[src/rtl/tof_pkg.sv]
`timescale 1ns/1ps
package tof_pkg;
  localparam int unsigned PIX_W  = 13;
  localparam int unsigned LIN_W  = 12;
  localparam int unsigned ADDR_W = 4;
  localparam int unsigned EXT_W  = LIN_W + 2;

  localparam logic [ADDR_W-1:0] A_PPL_LO = 4'd0;
  localparam logic [ADDR_W-1:0] A_PPL_HI = 4'd1;
  localparam logic [ADDR_W-1:0] A_LPF_LO = 4'd2;
  localparam logic [ADDR_W-1:0] A_LPF_HI = 4'd3;
  localparam logic [ADDR_W-1:0] A_REF_LO = 4'd4;
  localparam logic [ADDR_W-1:0] A_REF_HI = 4'd5;
  localparam logic [ADDR_W-1:0] A_OFF_LO = 4'd6;
  localparam logic [ADDR_W-1:0] A_OFF_HI = 4'd7;
  localparam logic [ADDR_W-1:0] A_CTRL   = 4'd8;

  localparam int unsigned CTRL_EN   = 0;
  localparam int unsigned CTRL_INIT = 1;
  localparam int unsigned CTRL_POL  = 2;
  localparam int unsigned HI_CLKSEL = 5;

  typedef struct packed {
    logic [PIX_W-1:0] ppl;
    logic [LIN_W-1:0] lpf;
    logic [LIN_W-1:0] ref_lpf;
    logic [LIN_W-1:0] offset;
    logic             clk_sel;
    logic             align_en;
    logic             pol;
  } tof_cfg_t;
endpackage

[src/rtl/tof_regs.sv]
`timescale 1ns/1ps
module tof_regs import tof_pkg::*; (
  input  logic              clk_i,
  input  logic              rst_ni,
  input  logic              we_i,
  input  logic [ADDR_W-1:0] addr_i,
  input  logic [7:0]        wdata_i,
  output logic [7:0]        rdata_o,
  output tof_cfg_t          cfg_o,
  output logic              init_pulse_o
);
  logic [PIX_W-1:0] ppl_q;
  logic [LIN_W-1:0] lpf_q, ref_q, off_q;
  logic             clk_sel_q, en_q, init_q, pol_q;
  logic             ctrl_wr;

  assign ctrl_wr = we_i && (addr_i == A_CTRL);
  // arm on 0->1 of the stored init bit, enable taken from the same write
  assign init_pulse_o = ctrl_wr && wdata_i[CTRL_INIT] && !init_q && wdata_i[CTRL_EN];

  always_ff @(posedge clk_i or negedge rst_ni) begin
    if (!rst_ni) begin
      ppl_q     <= '0;
      lpf_q     <= '0;
      ref_q     <= '0;
      off_q     <= '0;
      clk_sel_q <= 1'b0;
      en_q      <= 1'b0;
      init_q    <= 1'b0;
      pol_q     <= 1'b0;
    end else if (we_i) begin
      case (addr_i)
        A_PPL_LO: ppl_q[7:0] <= wdata_i;
        A_PPL_HI: begin
          ppl_q[PIX_W-1:8] <= wdata_i[PIX_W-9:0];
          clk_sel_q        <= wdata_i[HI_CLKSEL];
        end
        A_LPF_LO: lpf_q[7:0]       <= wdata_i;
        A_LPF_HI: lpf_q[LIN_W-1:8] <= wdata_i[LIN_W-9:0];
        A_REF_LO: ref_q[7:0]       <= wdata_i;
        A_REF_HI: ref_q[LIN_W-1:8] <= wdata_i[LIN_W-9:0];
        A_OFF_LO: off_q[7:0]       <= wdata_i;
        A_OFF_HI: off_q[LIN_W-1:8] <= wdata_i[LIN_W-9:0];
        A_CTRL: begin
          en_q   <= wdata_i[CTRL_EN];
          init_q <= wdata_i[CTRL_INIT];
          pol_q  <= wdata_i[CTRL_POL];
        end
        default: ;
      endcase
    end
  end

  always_comb begin
    rdata_o = '0;
    case (addr_i)
      A_PPL_LO: rdata_o = ppl_q[7:0];
      A_PPL_HI: begin
        rdata_o[PIX_W-9:0] = ppl_q[PIX_W-1:8];
        rdata_o[HI_CLKSEL] = clk_sel_q;
      end
      A_LPF_LO: rdata_o = lpf_q[7:0];
      A_LPF_HI: rdata_o[LIN_W-9:0] = lpf_q[LIN_W-1:8];
      A_REF_LO: rdata_o = ref_q[7:0];
      A_REF_HI: rdata_o[LIN_W-9:0] = ref_q[LIN_W-1:8];
      A_OFF_LO: rdata_o = off_q[7:0];
      A_OFF_HI: rdata_o[LIN_W-9:0] = off_q[LIN_W-1:8];
      A_CTRL: begin
        rdata_o[CTRL_EN]   = en_q;
        rdata_o[CTRL_INIT] = init_q;
        rdata_o[CTRL_POL]  = pol_q;
      end
      default: rdata_o = '0;
    endcase
  end

  always_comb begin
    cfg_o.ppl      = ppl_q;
    cfg_o.lpf      = lpf_q;
    cfg_o.ref_lpf  = ref_q;
    cfg_o.offset   = off_q;
    cfg_o.clk_sel  = clk_sel_q;
    cfg_o.align_en = en_q;
    cfg_o.pol      = pol_q;
  end

  p_init_edge_r8: assert property (@(posedge clk_i) disable iff (!rst_ni)
    init_pulse_o |=> (init_q && en_q));
endmodule

[src/rtl/tof_align.sv]
`timescale 1ns/1ps
module tof_align import tof_pkg::*; (
  input  logic             clk_i,
  input  logic             rst_ni,
  input  logic             en_i,
  input  logic             init_pulse_i,
  input  logic             ref_i,
  input  logic [LIN_W-1:0] offset_i,
  input  logic [LIN_W-1:0] lpf_i,
  output logic             load_o,
  output logic [LIN_W-1:0] line_init_o
);
  logic                    pending_q;
  logic signed [EXT_W-1:0] neg_off;
  logic [EXT_W-1:0]        mag, den, rem, lpf_ext, res;

  assign load_o = pending_q && en_i && ref_i;

  always_ff @(posedge clk_i or negedge rst_ni) begin
    if (!rst_ni)                pending_q <= 1'b0;
    else if (init_pulse_i)      pending_q <= 1'b1;
    else if (!en_i || load_o)   pending_q <= 1'b0;
  end

  // line start = (-offset) mod lpf, offset two's complement
  always_comb begin
    neg_off = -EXT_W'($signed(offset_i));
    mag     = neg_off[EXT_W-1] ? EXT_W'(-neg_off) : EXT_W'(neg_off);
    lpf_ext = EXT_W'(lpf_i);
    den     = (lpf_i == '0) ? EXT_W'(1) : lpf_ext;
    rem     = mag % den;
    if (lpf_i == '0)                       res = '0;
    else if (neg_off[EXT_W-1] && rem != '0) res = lpf_ext - rem;
    else                                    res = rem;
    line_init_o = res[LIN_W-1:0];
  end

  p_pending_clear_r9: assert property (@(posedge clk_i) disable iff (!rst_ni)
    (!en_i && !init_pulse_i) |=> !pending_q);
  p_load_once_r9: assert property (@(posedge clk_i) disable iff (!rst_ni)
    (load_o && !init_pulse_i) |=> !load_o);
endmodule

[src/rtl/tof_counter.sv]
`timescale 1ns/1ps
module tof_counter import tof_pkg::*; (
  input  logic             clk_i,
  input  logic             rst_ni,
  input  logic             adv_i,
  input  logic             load_i,
  input  logic [LIN_W-1:0] line_init_i,
  input  logic [PIX_W-1:0] ppl_i,
  input  logic [LIN_W-1:0] lpf_i,
  output logic             origin_o
);
  logic [PIX_W-1:0] pix_q;
  logic [LIN_W-1:0] line_q;
  logic             pix_last, line_last;

  assign pix_last  = ({1'b0, pix_q}  + (PIX_W+1)'(1)) >= {1'b0, ppl_i};
  assign line_last = ({1'b0, line_q} + (LIN_W+1)'(1)) >= {1'b0, lpf_i};

  always_ff @(posedge clk_i or negedge rst_ni) begin
    if (!rst_ni) begin
      pix_q  <= '0;
      line_q <= '0;
    end else if (load_i) begin
      pix_q  <= '0;
      line_q <= line_init_i;
    end else if (adv_i) begin
      if (pix_last) begin
        pix_q  <= '0;
        line_q <= line_last ? '0 : line_q + 1'b1;
      end else begin
        pix_q  <= pix_q + 1'b1;
      end
    end
  end

  assign origin_o = (pix_q == '0) && (line_q == '0);

  p_hold_r6: assert property (@(posedge clk_i) disable iff (!rst_ni)
    (!adv_i && !load_i) |=> ($stable(pix_q) && $stable(line_q)));
  p_load_r7: assert property (@(posedge clk_i) disable iff (!rst_ni)
    load_i |=> (pix_q == '0 && line_q == $past(line_init_i)));
  p_pix_wrap_r3: assert property (@(posedge clk_i) disable iff (!rst_ni)
    (adv_i && !load_i && pix_last) |=> (pix_q == '0));
endmodule

[src/rtl/tof_gen.sv]
`timescale 1ns/1ps
module tof_gen import tof_pkg::*; (
  input  logic              clk_i,
  input  logic              rst_ni,
  input  logic              sd_ce_i,
  input  logic              hd_ce_i,
  input  logic              ref_frame_i,
  input  logic              reg_we_i,
  input  logic [ADDR_W-1:0] reg_addr_i,
  input  logic [7:0]        reg_wdata_i,
  output logic [7:0]        reg_rdata_o,
  output logic              tof_o
);
  tof_cfg_t         cfg;
  logic             init_pulse, load, adv, origin, active;
  logic [LIN_W-1:0] line_init;

  tof_regs u_regs (
    .clk_i        (clk_i),
    .rst_ni       (rst_ni),
    .we_i         (reg_we_i),
    .addr_i       (reg_addr_i),
    .wdata_i      (reg_wdata_i),
    .rdata_o      (reg_rdata_o),
    .cfg_o        (cfg),
    .init_pulse_o (init_pulse)
  );

  tof_align u_align (
    .clk_i        (clk_i),
    .rst_ni       (rst_ni),
    .en_i         (cfg.align_en),
    .init_pulse_i (init_pulse),
    .ref_i        (ref_frame_i),
    .offset_i     (cfg.offset),
    .lpf_i        (cfg.lpf),
    .load_o       (load),
    .line_init_o  (line_init)
  );

  assign adv = cfg.clk_sel ? hd_ce_i : sd_ce_i;

  tof_counter u_cnt (
    .clk_i       (clk_i),
    .rst_ni      (rst_ni),
    .adv_i       (adv),
    .load_i      (load),
    .line_init_i (line_init),
    .ppl_i       (cfg.ppl),
    .lpf_i       (cfg.lpf),
    .origin_o    (origin)
  );

  assign active = origin && (cfg.ppl != '0) && (cfg.lpf != '0);
  assign tof_o  = cfg.pol ? active : !active;

  p_idle_r3: assert property (@(posedge clk_i) disable iff (!rst_ni)
    (cfg.ppl == '0) |-> (tof_o == cfg.pol ? 1'b0 : 1'b1));
endmodule

[config.mk]
export PLATFORM = sky130hd
export DESIGN_NAME = tof_gen
export DESIGN_NICKNAME = d
export VERILOG_FILES = /design/src/rtl/tof_pkg.sv /design/src/rtl/tof_regs.sv /design/src/rtl/tof_align.sv /design/src/rtl/tof_counter.sv /design/src/rtl/tof_gen.sv
export SDC_FILE = /design/constraint.sdc
export NUM_CORES = 1
export LEC_CHECK = 0
export BUFFER_PORTS_ARGS = -buffer_cell sky130_fd_sc_hd__buf_2
export CAP_MARGIN = 20
export CORE_ASPECT_RATIO = 0.8
export CORE_UTILIZATION = 40
export CTS_CLUSTER_SIZE = 14
export DETAILED_ROUTE_END_ITERATION = 8
export GPL_TIMING_DRIVEN = 0
export PLACE_DENSITY = 0.65
export SYNTH_ARGS = -nofsm -noshare
export SYNTH_HDL_FRONTEND = slang
export SYNTH_SLANG_ARGS = --single-unit
[constraint.sdc]
create_clock -name clk_i -period 41.7 [get_ports clk_i]
set_input_delay 2.085 -clock clk_i [delete_from_list [all_inputs] [get_ports clk_i]]
set_output_delay 2.085 -clock clk_i [all_outputs]
set_load 0.01 [all_outputs]
==> run_results.csv <==
group,metric,value,unit
placement,place_ws,9.84,ns
placement,gp_congestion,0.938,
layout,fin_nets,1787,
drt,dr.pass1.iters,6,
yosys,synth_top_area_frac,0.162,
drt,drt-initial-drc-count,1166,
global_route,antenna_found_initial,2,
floorplanning,core_region_area,29600,sq um
worst_setup_path,path_common_cell,"ha_1",
clocking,cts.sinks,79,
drt,drt_wl_total,38500,um
yosys,synth_edf_count,0,
timing,layout_setup_ws,8.95,ns
clocking,clkTransAtPathRegs,0.07,ns
worst_setup_path,slowest_delay,0.85,ns
drt,num_vias,12400,
floorplanning,num_io_pins,27,
worst_setup_path,start_kind,"flop",
timing,max_freq,0.0305,GHz
layout,diodes,0,
timing,fin_crit,32.75,ns
yosys,synth-xor-area-share,0.0732,
timing,finalClockSkew,0.00852,ns
placement,hpwl,30400,um
yosys,syn-cell-area,12200,sq um
clocking,cts_buffer_depth,2,
worst_setup_path,regToRegStartpoint,"u_regs.lpf_q[11]",
timing,hold_viol_final,0,
floorplanning,die_w,197,um
worst_setup_path,crit_start,"u_regs.lpf_q[11]",
yosys,synth.largest_area_cell,"dfrtp_1",
yosys,yosys_warnings,0,
yosys,synthAdderAreaFrac,0.147,
status,status,"finished, final reports clean",
global_route,track_usage,0.245,
global_route,gr-total-overflow,0,
timing,rsz0062_at_grt,"false",
yosys,synthCells,1593,
floorplanning,die_area,31200,sq um
yosys,synthMuxAreaShare,0.0758,
worst_setup_path,critical_path_class,"flop to flop",
timing,setup_tns,0,ns
yosys,synth-simple-area-share,0.240,
floorplanning,start_util,0.412,
clocking,post_cts_buffers,0,
worst_setup_path,crit_fanout,13,
drt,route.antenna.remaining_nets,0,
global_route,grt_pass1_wl,60900,um
yosys,synth_compound_area_frac,0.257,
clocking,clock_latency,0.34,ns
clocking,cts_tree,"done",
yosys,synth.area.top_cells,"dfrtp_1, ha_1, mux2_2, nand2_1, nor2_1",
timing,worst_pin_slew,1.03,ns
worst_hold_path,min_path_type,"flop to flop",
worst_setup_path,rrSetupSlack,8.95,ns
drt,avgRoutedWirePerCell,18.9,um
yosys,ys_async_sr_fraction,1.00,
worst_setup_path,critPathSlowestCell,"nor3_1",
run,cap_violations,0,
yosys,synth-seq-cells,79,
layout,area_growth,8.01,%
yosys,synth_top_family_by_area,"compound AO/OA/AOI/OAI gates",
clocking,ctsResizeCount,0,
clocking,cts_made_buffers,9,
timing,relSlewSlack,0.309,
yosys,syn-num-nets,1751,
worst_setup_path,crit_required,41.93,ns
clocking,hold_buffers,0,
layout,nFillCells,2939,
worst_setup_path,worstPathArrival,32.98,ns
worst_setup_path,end_kind,"flop",
yosys,yosysSeqAreaShare,0.162,
floorplanning,die_h,158,um
floorplanning,rows,56,
global_route,grt_pass1_vias,11200,
layout,drive_gt1_frac,0.0942,
timing,period_share,0.785,
worst_hold_path,hp-start,"u_regs.ref_q[6]",
yosys,yosysMostFrequentCell,"nand2_1",
yosys,synth_flop_cell,"dfrtp_1",
timing,maxSlewViolCount,0,
clocking,htreeDepth,3,
global_route,grt_max_degree,71,
clocking,clock-root-buffer,"clkbuf_16",
placement,port_buffers,20,
yosys,netlist_top_cells_count,"nand2_1, nor2_1, ha_1",
timing,setup-violations-final,0,
drt,viasPerCell,6.09,
yosys,syn_area_per_cell,7.67,sq um
yosys,synth_cell_types,100,
drt,route.detailed.drc,0,
[worst max-delay path, delay by kind of cell (launching register included)]
kind / cells / cell delay [ns]
AOI/OAI and AO/OA: 52 / 13.03
and+or+nand+nor: 33 / 9.12
adders and majority gates: 15 / 5.07
buffers and inverters: 13 / 3.54
muxes: 4 / 1.41
DFF: 1 / 0.36
[layer usage]
| metal | track usage | routed length [um] | part of all wire |
|---|---|---|---|
| met3 | 0.0339 | 2980 | 0.077 |
| met5 | 0 | 27 | 0.00070 |
| met4 | 0.0484 | 549 | 0.014 |
| met1 | 0.379 | 19300 | 0.50 |
| met2 | 0.356 | 15600 | 0.41 |
[kinds of logic (layout without fill, tap and decap cells)]
kind of cell,count (synthesis),after routing
AOI/OAI and AO/OA,460,460
xor gates and xnor gates,102,102
adders and majority gates,143,143
buffers and inverters,138,179
DFF,79,79
muxes,84,84
other,1,1
and+or+nand+nor,586,586
[layout by cell type, fill, tap and decap left out, types with 45 or more instances in the layout]
cell	count
a21oi_1	83
xor2_1	45
mux2_2	67
ha_1	139
nor2_1	141
nand3_1	60
nand2_1	150
nor3_1	56
o21ai_0	89
dfrtp_1	79
xnor2_1	57
inv_1	80
[area by class of cell]
class / instances / area, sq um / share of cell area
multi-input cells: 1376 / 9690 / 0.734
flip-flops and latches: 79 / 1980 / 0.150
well taps: 406 / 508 / 0.0385
inverters: 81 / 304 / 0.0231
plain buffers: 57 / 246 / 0.0187
clock buffers: 10 / 239 / 0.0181
repair buffers: 25 / 155 / 0.0118
clock inverters: 6 / 75.1 / 0.00569
[final timing paths]
kind | cells past startpoint | endpoint
max in group asynchronous | 2 | u_regs.off_q[9]
min reg2reg | 1 | u_regs.ref_q[6]
min in group asynchronous | 1 | u_cnt.pix_q[4]
max reg2reg | 117 | u_cnt.line_q[11]
max | 117 | u_cnt.line_q[11]
min | 1 | u_regs.ref_q[6]
[stage by stage]
stage                util  cell area (sq um)  hold slack (ns)  cells
global route        0.445              13200            0.524   2040
finish              0.445              13200            0.510   2040
CTS                 0.445              13200            0.510   2038
global placement    0.433              12800            0.489   2019
floorplan               -              12200            0.477   1593
detailed placement  0.434              12900            0.495   2022
[sequential cells by signal, indices dropped and copies added (netlist names)]
signal / cells
u_cnt.line_q: 12
u_regs.clk_sel_q: 1
u_cnt.pix_q: 13
u_regs.init_q: 1
u_regs.off_q: 12
u_align.pending_q: 1
u_regs.ref_q: 12
u_regs.en_q: 1
u_regs.lpf_q: 12
u_regs.ppl_q: 13
u_regs.pol_q: 1
Power is not shown: default switching activity piles up to over one toggle a cycle in this logic, so the estimate is an artifact.
